--- src/rtl/cfg_xlat_pkg.sv ---
package cfg_xlat_pkg;

  localparam logic [1:0] TYPE1_TAG   = 2'b01;
  localparam logic [2:0] CFG_CMD_HI  = 3'b101;
  localparam logic [3:0] SPECIAL_CMD = 4'b0001;

  typedef enum logic [1:0] {
    DEV_SELECT  = 2'd0,
    DEV_NONE    = 2'd1,
    DEV_SPECIAL = 2'd2
  } dev_class_e;

endpackage

--- src/rtl/cfg_xlat_match.sv ---
module cfg_xlat_match #(
  parameter int BUS_W = 8,
  parameter int CMD_W = 4
) (
  input  logic [1:0]       type_tag_i,
  input  logic [BUS_W-1:0] bus_field_i,
  input  logic [BUS_W-1:0] sec_bus_i,
  input  logic [CMD_W-1:0] cmd_i,
  output logic             hit_o
);
  import cfg_xlat_pkg::*;

  logic tag_ok;
  logic bus_ok;
  logic cmd_ok;

  always_comb begin
    tag_ok = (type_tag_i == TYPE1_TAG);
    bus_ok = (bus_field_i == sec_bus_i);
    cmd_ok = (cmd_i[CMD_W-1:1] == CFG_CMD_HI);
    hit_o  = tag_ok && bus_ok && cmd_ok;
  end

endmodule

--- src/rtl/cfg_xlat_devsel.sv ---
module cfg_xlat_devsel #(
  parameter int DEV_W = 5,
  parameter int SEL_W = 16,
  parameter int REG_W = 6
) (
  input  logic [DEV_W-1:0]       dev_i,
  input  logic [REG_W-1:0]       reg_i,
  output logic [SEL_W-1:0]       sel_o,
  output cfg_xlat_pkg::dev_class_e cls_o
);
  import cfg_xlat_pkg::*;

  localparam logic [DEV_W-1:0] DEV_TOP = {DEV_W{1'b1}};

  for (genvar i = 0; i < SEL_W; i++) begin : g_line
    assign sel_o[i] = (dev_i == DEV_W'(i));
  end

  always_comb begin
    if (dev_i == DEV_TOP && reg_i == '0) begin
      cls_o = DEV_SPECIAL;
    end else if (sel_o != '0) begin
      cls_o = DEV_SELECT;
    end else begin
      cls_o = DEV_NONE;
    end
  end

endmodule

--- src/rtl/cfg_xlat_addr.sv ---
module cfg_xlat_addr #(
  parameter int AD_W  = 32,
  parameter int SEL_W = 16,
  parameter int DEV_W = 5,
  parameter int FR_W  = 9
) (
  input  logic [SEL_W-1:0] sel_i,
  input  logic [FR_W-1:0]  fr_i,
  output logic [AD_W-1:0]  addr_o
);

  always_comb begin
    addr_o = {sel_i, {DEV_W{1'b0}}, fr_i, 2'b00};
  end

endmodule

--- src/rtl/cfg_type1_xlat.sv ---
module cfg_type1_xlat #(
  parameter int AD_W  = 32,
  parameter int CMD_W = 4,
  parameter int BUS_W = 8,
  parameter int DEV_W = 5,
  parameter int SEL_W = 16,
  parameter int REG_W = 6
) (
  input  logic             clk,
  input  logic             rst,
  input  logic             addr_phase_i,
  input  logic [AD_W-1:0]  pri_addr_i,
  input  logic [CMD_W-1:0] pri_cmd_i,
  input  logic [BUS_W-1:0] sec_bus_i,
  output logic             claim_o,
  output logic [AD_W-1:0]  xl_addr_o,
  output logic [CMD_W-1:0] xl_cmd_o,
  output logic             spc_req_o,
  output logic             valid_o
);
  import cfg_xlat_pkg::*;

  localparam int SEL_LSB = AD_W - SEL_W;
  localparam int DEV_LSB = SEL_LSB - DEV_W;
  localparam int FR_W    = DEV_LSB - 2;
  localparam int BUS_TOP = SEL_LSB + BUS_W;

  logic             hit;
  logic [SEL_W-1:0] sel;
  dev_class_e       cls;
  logic [AD_W-1:0]  built_addr;
  logic             unused_hi;

  assign unused_hi = ^pri_addr_i[AD_W-1:BUS_TOP];

  cfg_xlat_match #(.BUS_W(BUS_W), .CMD_W(CMD_W)) u_match (
    .type_tag_i  (pri_addr_i[1:0]),
    .bus_field_i (pri_addr_i[BUS_TOP-1:SEL_LSB]),
    .sec_bus_i   (sec_bus_i),
    .cmd_i       (pri_cmd_i),
    .hit_o       (hit)
  );

  cfg_xlat_devsel #(.DEV_W(DEV_W), .SEL_W(SEL_W), .REG_W(REG_W)) u_devsel (
    .dev_i (pri_addr_i[SEL_LSB-1:DEV_LSB]),
    .reg_i (pri_addr_i[REG_W+1:2]),
    .sel_o (sel),
    .cls_o (cls)
  );

  cfg_xlat_addr #(.AD_W(AD_W), .SEL_W(SEL_W), .DEV_W(DEV_W), .FR_W(FR_W)) u_addr (
    .sel_i  (sel),
    .fr_i   (pri_addr_i[DEV_LSB-1:2]),
    .addr_o (built_addr)
  );

  always_ff @(posedge clk) begin
    if (rst) begin
      valid_o   <= 1'b0;
      claim_o   <= 1'b0;
      spc_req_o <= 1'b0;
      xl_addr_o <= '0;
      xl_cmd_o  <= '0;
    end else begin
      valid_o <= addr_phase_i;
      if (addr_phase_i && hit) begin
        claim_o   <= 1'b1;
        xl_addr_o <= built_addr;
        spc_req_o <= (cls == DEV_SPECIAL);
        xl_cmd_o  <= (cls == DEV_SPECIAL) ? CMD_W'(SPECIAL_CMD) : pri_cmd_i;
      end else begin
        claim_o   <= 1'b0;
        spc_req_o <= 1'b0;
        xl_addr_o <= '0;
        xl_cmd_o  <= '0;
      end
    end
  end

endmodule

--- config.mk ---
export PLATFORM = sky130hd
export DESIGN_NAME = cfg_type1_xlat
export DESIGN_NICKNAME = d
export VERILOG_FILES = /design/src/rtl/cfg_xlat_pkg.sv /design/src/rtl/cfg_xlat_match.sv /design/src/rtl/cfg_xlat_devsel.sv /design/src/rtl/cfg_xlat_addr.sv /design/src/rtl/cfg_type1_xlat.sv
export SDC_FILE = /design/constraint.sdc
export NUM_CORES = 1
export LEC_CHECK = 0
export CORE_ASPECT_RATIO = 1.25
export CORE_MARGIN = 8
export CORE_UTILIZATION = 30
export CTS_CLUSTER_SIZE = 14
export DETAILED_ROUTE_END_ITERATION = 10
export PLACE_DENSITY = 0.74
export SLEW_MARGIN = 40
export SYNTH_ARGS = -nofsm -noshare
export SYNTH_HDL_FRONTEND = slang
export SYNTH_SLANG_ARGS = --single-unit
--- constraint.sdc ---
create_clock -name clk -period 2.64 [get_ports clk]
set_input_delay 0.264 -clock clk [delete_from_list [all_inputs] [get_ports clk]]
set_output_delay 0.264 -clock clk [all_outputs]
set_load 0.05 [all_outputs]
; ---- Word-level counts from Yosys, hierarchy flattened
; Cells that the tools add are included.
[totals]
reg_bits = 39
input_bits = 47
output_inout_bits = 39
elab_cells = 41
[op_classes]
n_eq_ne = 20
mux = 4
bitwise = 1
reduce_logical = 9
[ops]
columns = op, n
row1 = equality test 5 x 4 -> 1 bit (second input constant), 8
row2 = equality test 5 x 3 -> 1 bit (second input constant), 4
row3 = nonzero test 16 bit, 1
row4 = equality test 5 x 2 -> 1 bit (second input constant), 2
row5 = equality test 8 bit, 1
row6 = zero test 6 bit, 1
row7 = equality test 5 x 1 -> 1 bit (second input constant), 1
row8 = equality test 5 bit (second input constant), 1
row9 = zero test 5 bit, 1
row10 = logical AND 1 bit, 4
row11 = equality test 3 bit (second input constant), 1
row12 = two-way mux 1 bit, 3
row13 = OR reduction 3 bit, 1
row14 = equality test 2 x 1 -> 1 bit (second input constant), 1
row15 = equality test 2 bit (second input constant), 1
row16 = two-way mux 2 bit, 1
row17 = OR reduction 2 bit, 1
row18 = inverter 1 bit, 1

; ---- Longest topological paths before layout
[depth]
word_depth = 6
ltp_mapped = 4
depth_no_buf = 3

; ---- Modules after synthesis
; From an unflattened synthesis, not the netlist that was laid out.
[hier_totals]
hier_cells = 163
area_unflattened_um2 = 1700.4
[by_module_without_submodules]
columns = mod, instances, cells_each, area_each_um2, seq_area_each_um2
row1 = cfg_type1_xlat, 1, 85, 1159.9, 780.7
row2 = cfg_xlat_addr, 1, 33, 244.0, 0.0
row3 = cfg_xlat_devsel, 1, 32, 191.4, 0.0
row4 = cfg_xlat_match, 1, 13, 105.1, 0.0

; ---- Least setup slack after synthesis
; No wires, ideal clock.
[synth_path]
path_kind = input -> register
from = input pri_addr_i[2]
to = register xl_cmd_o[0]
setup_time_ps = 100
arrival_time_ps = 1644
t_required_ps = 2540
setup_slack_ps = 897
stages = 3
path_buffers = 0
cell_sequence = or4_1 -> or4_4 -> a2111oi_4
[synth_via]
elab_chain_cells = 5
[synth_rtl]
columns = item, line_no
row1 = "start, declared", cfg_type1_xlat.sv:12  ; input logic [AD_W-1:0] pri_addr_i,
row2 = zero test 6 bit, cfg_xlat_devsel.sv:20  ; if (dev_i == DEV_TOP && reg_i == '0) begin
row3 = logical AND 1 bit, cfg_xlat_devsel.sv:20
row4 = two-way mux 2 bit, cfg_xlat_devsel.sv:20
row5 = equality test 2 bit, cfg_type1_xlat.sv:70  ; xl_cmd_o <= (cls == DEV_SPECIAL) ? CMD_W'(SPECIAL_CMD) : pri_cmd_i;
row6 = two-way mux 1 bit, cfg_type1_xlat.sv:70
row7 = "end signal, assigned", cfg_type1_xlat.sv:70
row8 = "end, declared", cfg_type1_xlat.sv:17  ; output logic [CMD_W-1:0] xl_cmd_o,
; Every way passes these cells.
; A chain may end at the register's enable or synchronous reset.

; ---- Worst setup path in the final report
; Same ends and word-level chain as after synthesis.

==> flow_metrics.py <==
metrics = {
    "run_status": {
        "status": "completed",
    },
    "synthesis": {
        "yosysWarnings": 0,
        "yosysUniqueCellTypes": 24,
        "syn_inst": 129,
        "yosysTopAreaCell": "dfxtp_1",
        "synth_seq_cells": 32,
        "synth.avg_cell_area_um2": 9.70,
        "syn-cell-area_um2": 1250,
        "synth-seq-area-share_pct": 51.2,
        "synth_top_area_share_pct": 51.2,
        "synth_edf_count": 0,
        "ys.flop_type": "dfxtp_1",
        "synth.area.top_cells": "dfxtp_1 51%, nor4_1 13%, xnor2_1 5.6%",
        "ys_async_sr_fraction_pct": 0,
    },
    "critical_path": {
        "worst_path_max_delay_cell": "or4_4",
        "crit_path_cell_trace": "clkdlybuf4s50_1 -> or4_1 -> or4_4 -> a2111oi_4",
        "worst_setup_path_start_kind": "input port",
        "arrival_ns": 2.14,
        "cpPeakStageDelay_ns": 0.56,
        "cp.depth": 4,
        "crit_path_end_kind": "flip-flop",
        "critPathBufInv": 1,
        "cpLargestDelayFamily": "simple AND/OR/NAND/NOR gates",
        "path_class": "input port to flip-flop",
        "path_max_fanout": 4,
        "critical_path_required_ns": 2.81,
    },
    "placement": {
        "place_area_um2": 1970,
        "dp_hpwl_um": 2590,
        "port_buffers": 70,
        "dp_cells": 249,
        "gp_congestion": 0.736,
    },
    "finish": {
        "fin_nets": 247,
        "final_cell_area_um2": 2060,
        "area_delta_synth_final_pct": 64.8,
        "num-fill-cells": 400,
        "register_area_um2": 641,
        "drive_gt1_share_pct": 6.47,
        "final_common_cell": "clkdlybuf4s50_1",
        "instances_no_fill": 257,
        "antenna_cells": 0,
        "multi_input_area_um2": 500,
        "layout_common_cells": "70 x clkdlybuf4s50_1, 32 x dfxtp_1, 26 x nor4_1, 13 x nand2_1, 10 x inv_1",
    },
    "clock_tree": {
        "clk_pin_slew_ns": 0.06,
        "cts-htree-levels": 2,
        "postCtsSetupBuffers": 0,
        "clock_path_buffers": 2,
        "cts_tree": "done",
        "clock-root-buffer": "clkbuf_8",
        "postCtsHoldBufs": 0,
        "clock-sinks": 32,
        "numCtsBuffers": 5,
        "cts_resized": 0,
    },
    "detailed_routing": {
        "met3WireLength_um": 256,
        "wl_met1_um": 1300,
        "vias": 1116,
        "firstDrtPassIters": 4,
        "wl_met2_um": 1680,
        "drtAntennaViolNets": 0,
        "drt-total-wl_um": 3280,
        "vias_per_cell": 4.34,
        "wl_per_cell_um": 12.8,
        "drtIter0Drc": 107,
        "highest_layer": "met4",
        "drc_errors": 0,
    },
    "sta": {
        "rsz0062_at_grt": "false",
        "setup_viol": 0,
        "max_freq_mhz": 510,
        "finalCriticalPeriod_ns": 1.96,
        "tightest_slew_ns": 0.529,
        "min_period_over_period_pct": 74.3,
        "hold_viol": 0,
        "relSlewSlack_pct": 64.7,
        "setup_tns_ns": 0,
        "drv_slew": 0,
    },
    "floorplanning": {
        "io_pins": 86,
        "die_y_um": 88.2,
        "initial_core_util_pct": 31.0,
        "dieWidth_um": 73.8,
        "core_um2": 4030,
        "dieArea_um2": 6510,
        "rows": 26,
    },
    "grt": {
        "grt_pass1_wl_um": 5040,
        "grt_max_degree": 31,
        "grt_pass1_vias": 1103,
        "grt_usage_pct": 10.3,
        "grt_antenna_before_repair": 0,
        "grt_overflow": 0,
    },
    "worst_hold_path": {
        "hold_depth": 3,
        "min_path_type": "input port to flip-flop",
    },
    "pwr": {
        "power_density_nw_per_um2": 484,
        "ir_drop_mv": 0.314,
        "p_switching_mw": 0.233,
        "seqPwrFrac_pct": 48.6,
        "p_sw_share_pct": 23.3,
        "p_int_mw": 0.766,
        "pwr-share-comb_pct": 14.2,
        "clockPowerShare_pct": 37.2,
        "p_leak_nw": 0.711,
    },
    "run": {
        "drv_cap": 0,
    },
}
==> worst min-delay path: stages <==
cell,delay [ns]
clkdlybuf4s50_1,0.39
inv_1,0.05
nor4_1,0.04
==> power by group through the flow <==
| stage | clock network (mW) | registers (mW) | logic [mW] |
|---|---|---|---|
| finish | 0.372 | 0.485 | 0.142 |
| global route | 0.407 | 0.485 | 0.152 |
| CTS | 0.386 | 0.485 | 0.142 |
| detailed placement | 0 | 0.496 | 0.142 |
| global placement | 0 | 0.496 | 0.141 |
| floorplan | 0 | 0.501 | 0.0707 |
==> worst paths after layout <==
check             slack [ns]     startpoint            to
hold / removal          0.52  pri_addr_i[8]  xl_addr_o[8]
setup / recovery        0.68  pri_addr_i[2]   xl_cmd_o[0]
==> cells in the mapped netlist, types with 2 or more instances <==
master    number
buf_4          7
clkbuf_1       6
dfxtp_1       32
inv_1         10
nand2_1       13
nand3_1        5
nand4_1        2
nor2b_1        3
nor3_1         2
nor3b_1        2
nor4_1        26
nor4b_2        2
xnor2_1        8
==> layout make-up <==
| type | count | share of cell area [%] |
|---|---|---|
| tap | 56 | 3.40 |
| sequential | 32 | 31.1 |
| inverter | 10 | 1.82 |
| clock buffer | 8 | 4.37 |
| timing repair buffer | 73 | 35.1 |
| multi-input combinational | 78 | 24.3 |
==> logic make-up (layout without fill, tap and decap cells) <==
logic type                count (synthesis)  count (layout)  share of synthesized area [%]
and+or+nand+nor                          61              61                           29.8
DFF                                      32              32                           51.2
buffers and inverters                    26              91                           10.9
xor gates and xnor gates                  8               8                           5.60
other                                     1               8                          0.300
AOI/OAI and AO/OA                         1               1                           2.20
==> through the flow <==
| step | hold WS [ns] | setup slack, ns | power (mW) | util, % |
|---|---|---|---|---|
| 6_report | 0.520 | 0.678 | 0.999 | 51.1 |
| 5_1_grt | 0.521 | 0.607 | 1.04 | 51.1 |
| 4_1_cts | 0.507 | 0.675 | 1.01 | 51.1 |
| 3_5_place_dp | 0.802 | 0.386 | 0.637 | 48.9 |
| 3_3_place_gp | 0.799 | 0.419 | 0.636 | 48.9 |
| 2_1_floorplan | 0.348 | 0.897 | 0.572 | - |
==> sequential cells by signal (all words and copies together), names as in the netlist <==
register,count
spc_req_o,1
xl_addr_o,25
claim_o,1
valid_o,1
xl_cmd_o,4
==> layer usage <==
layer  GRT usage (%)  vias to the layer above
met5               0                        -
met4            5.46                        0
met3            3.89                        5
met2            18.9                       50
met1            9.52                      483
li1                -                      578
No activity file was read; power rests on OpenSTA's default activity.
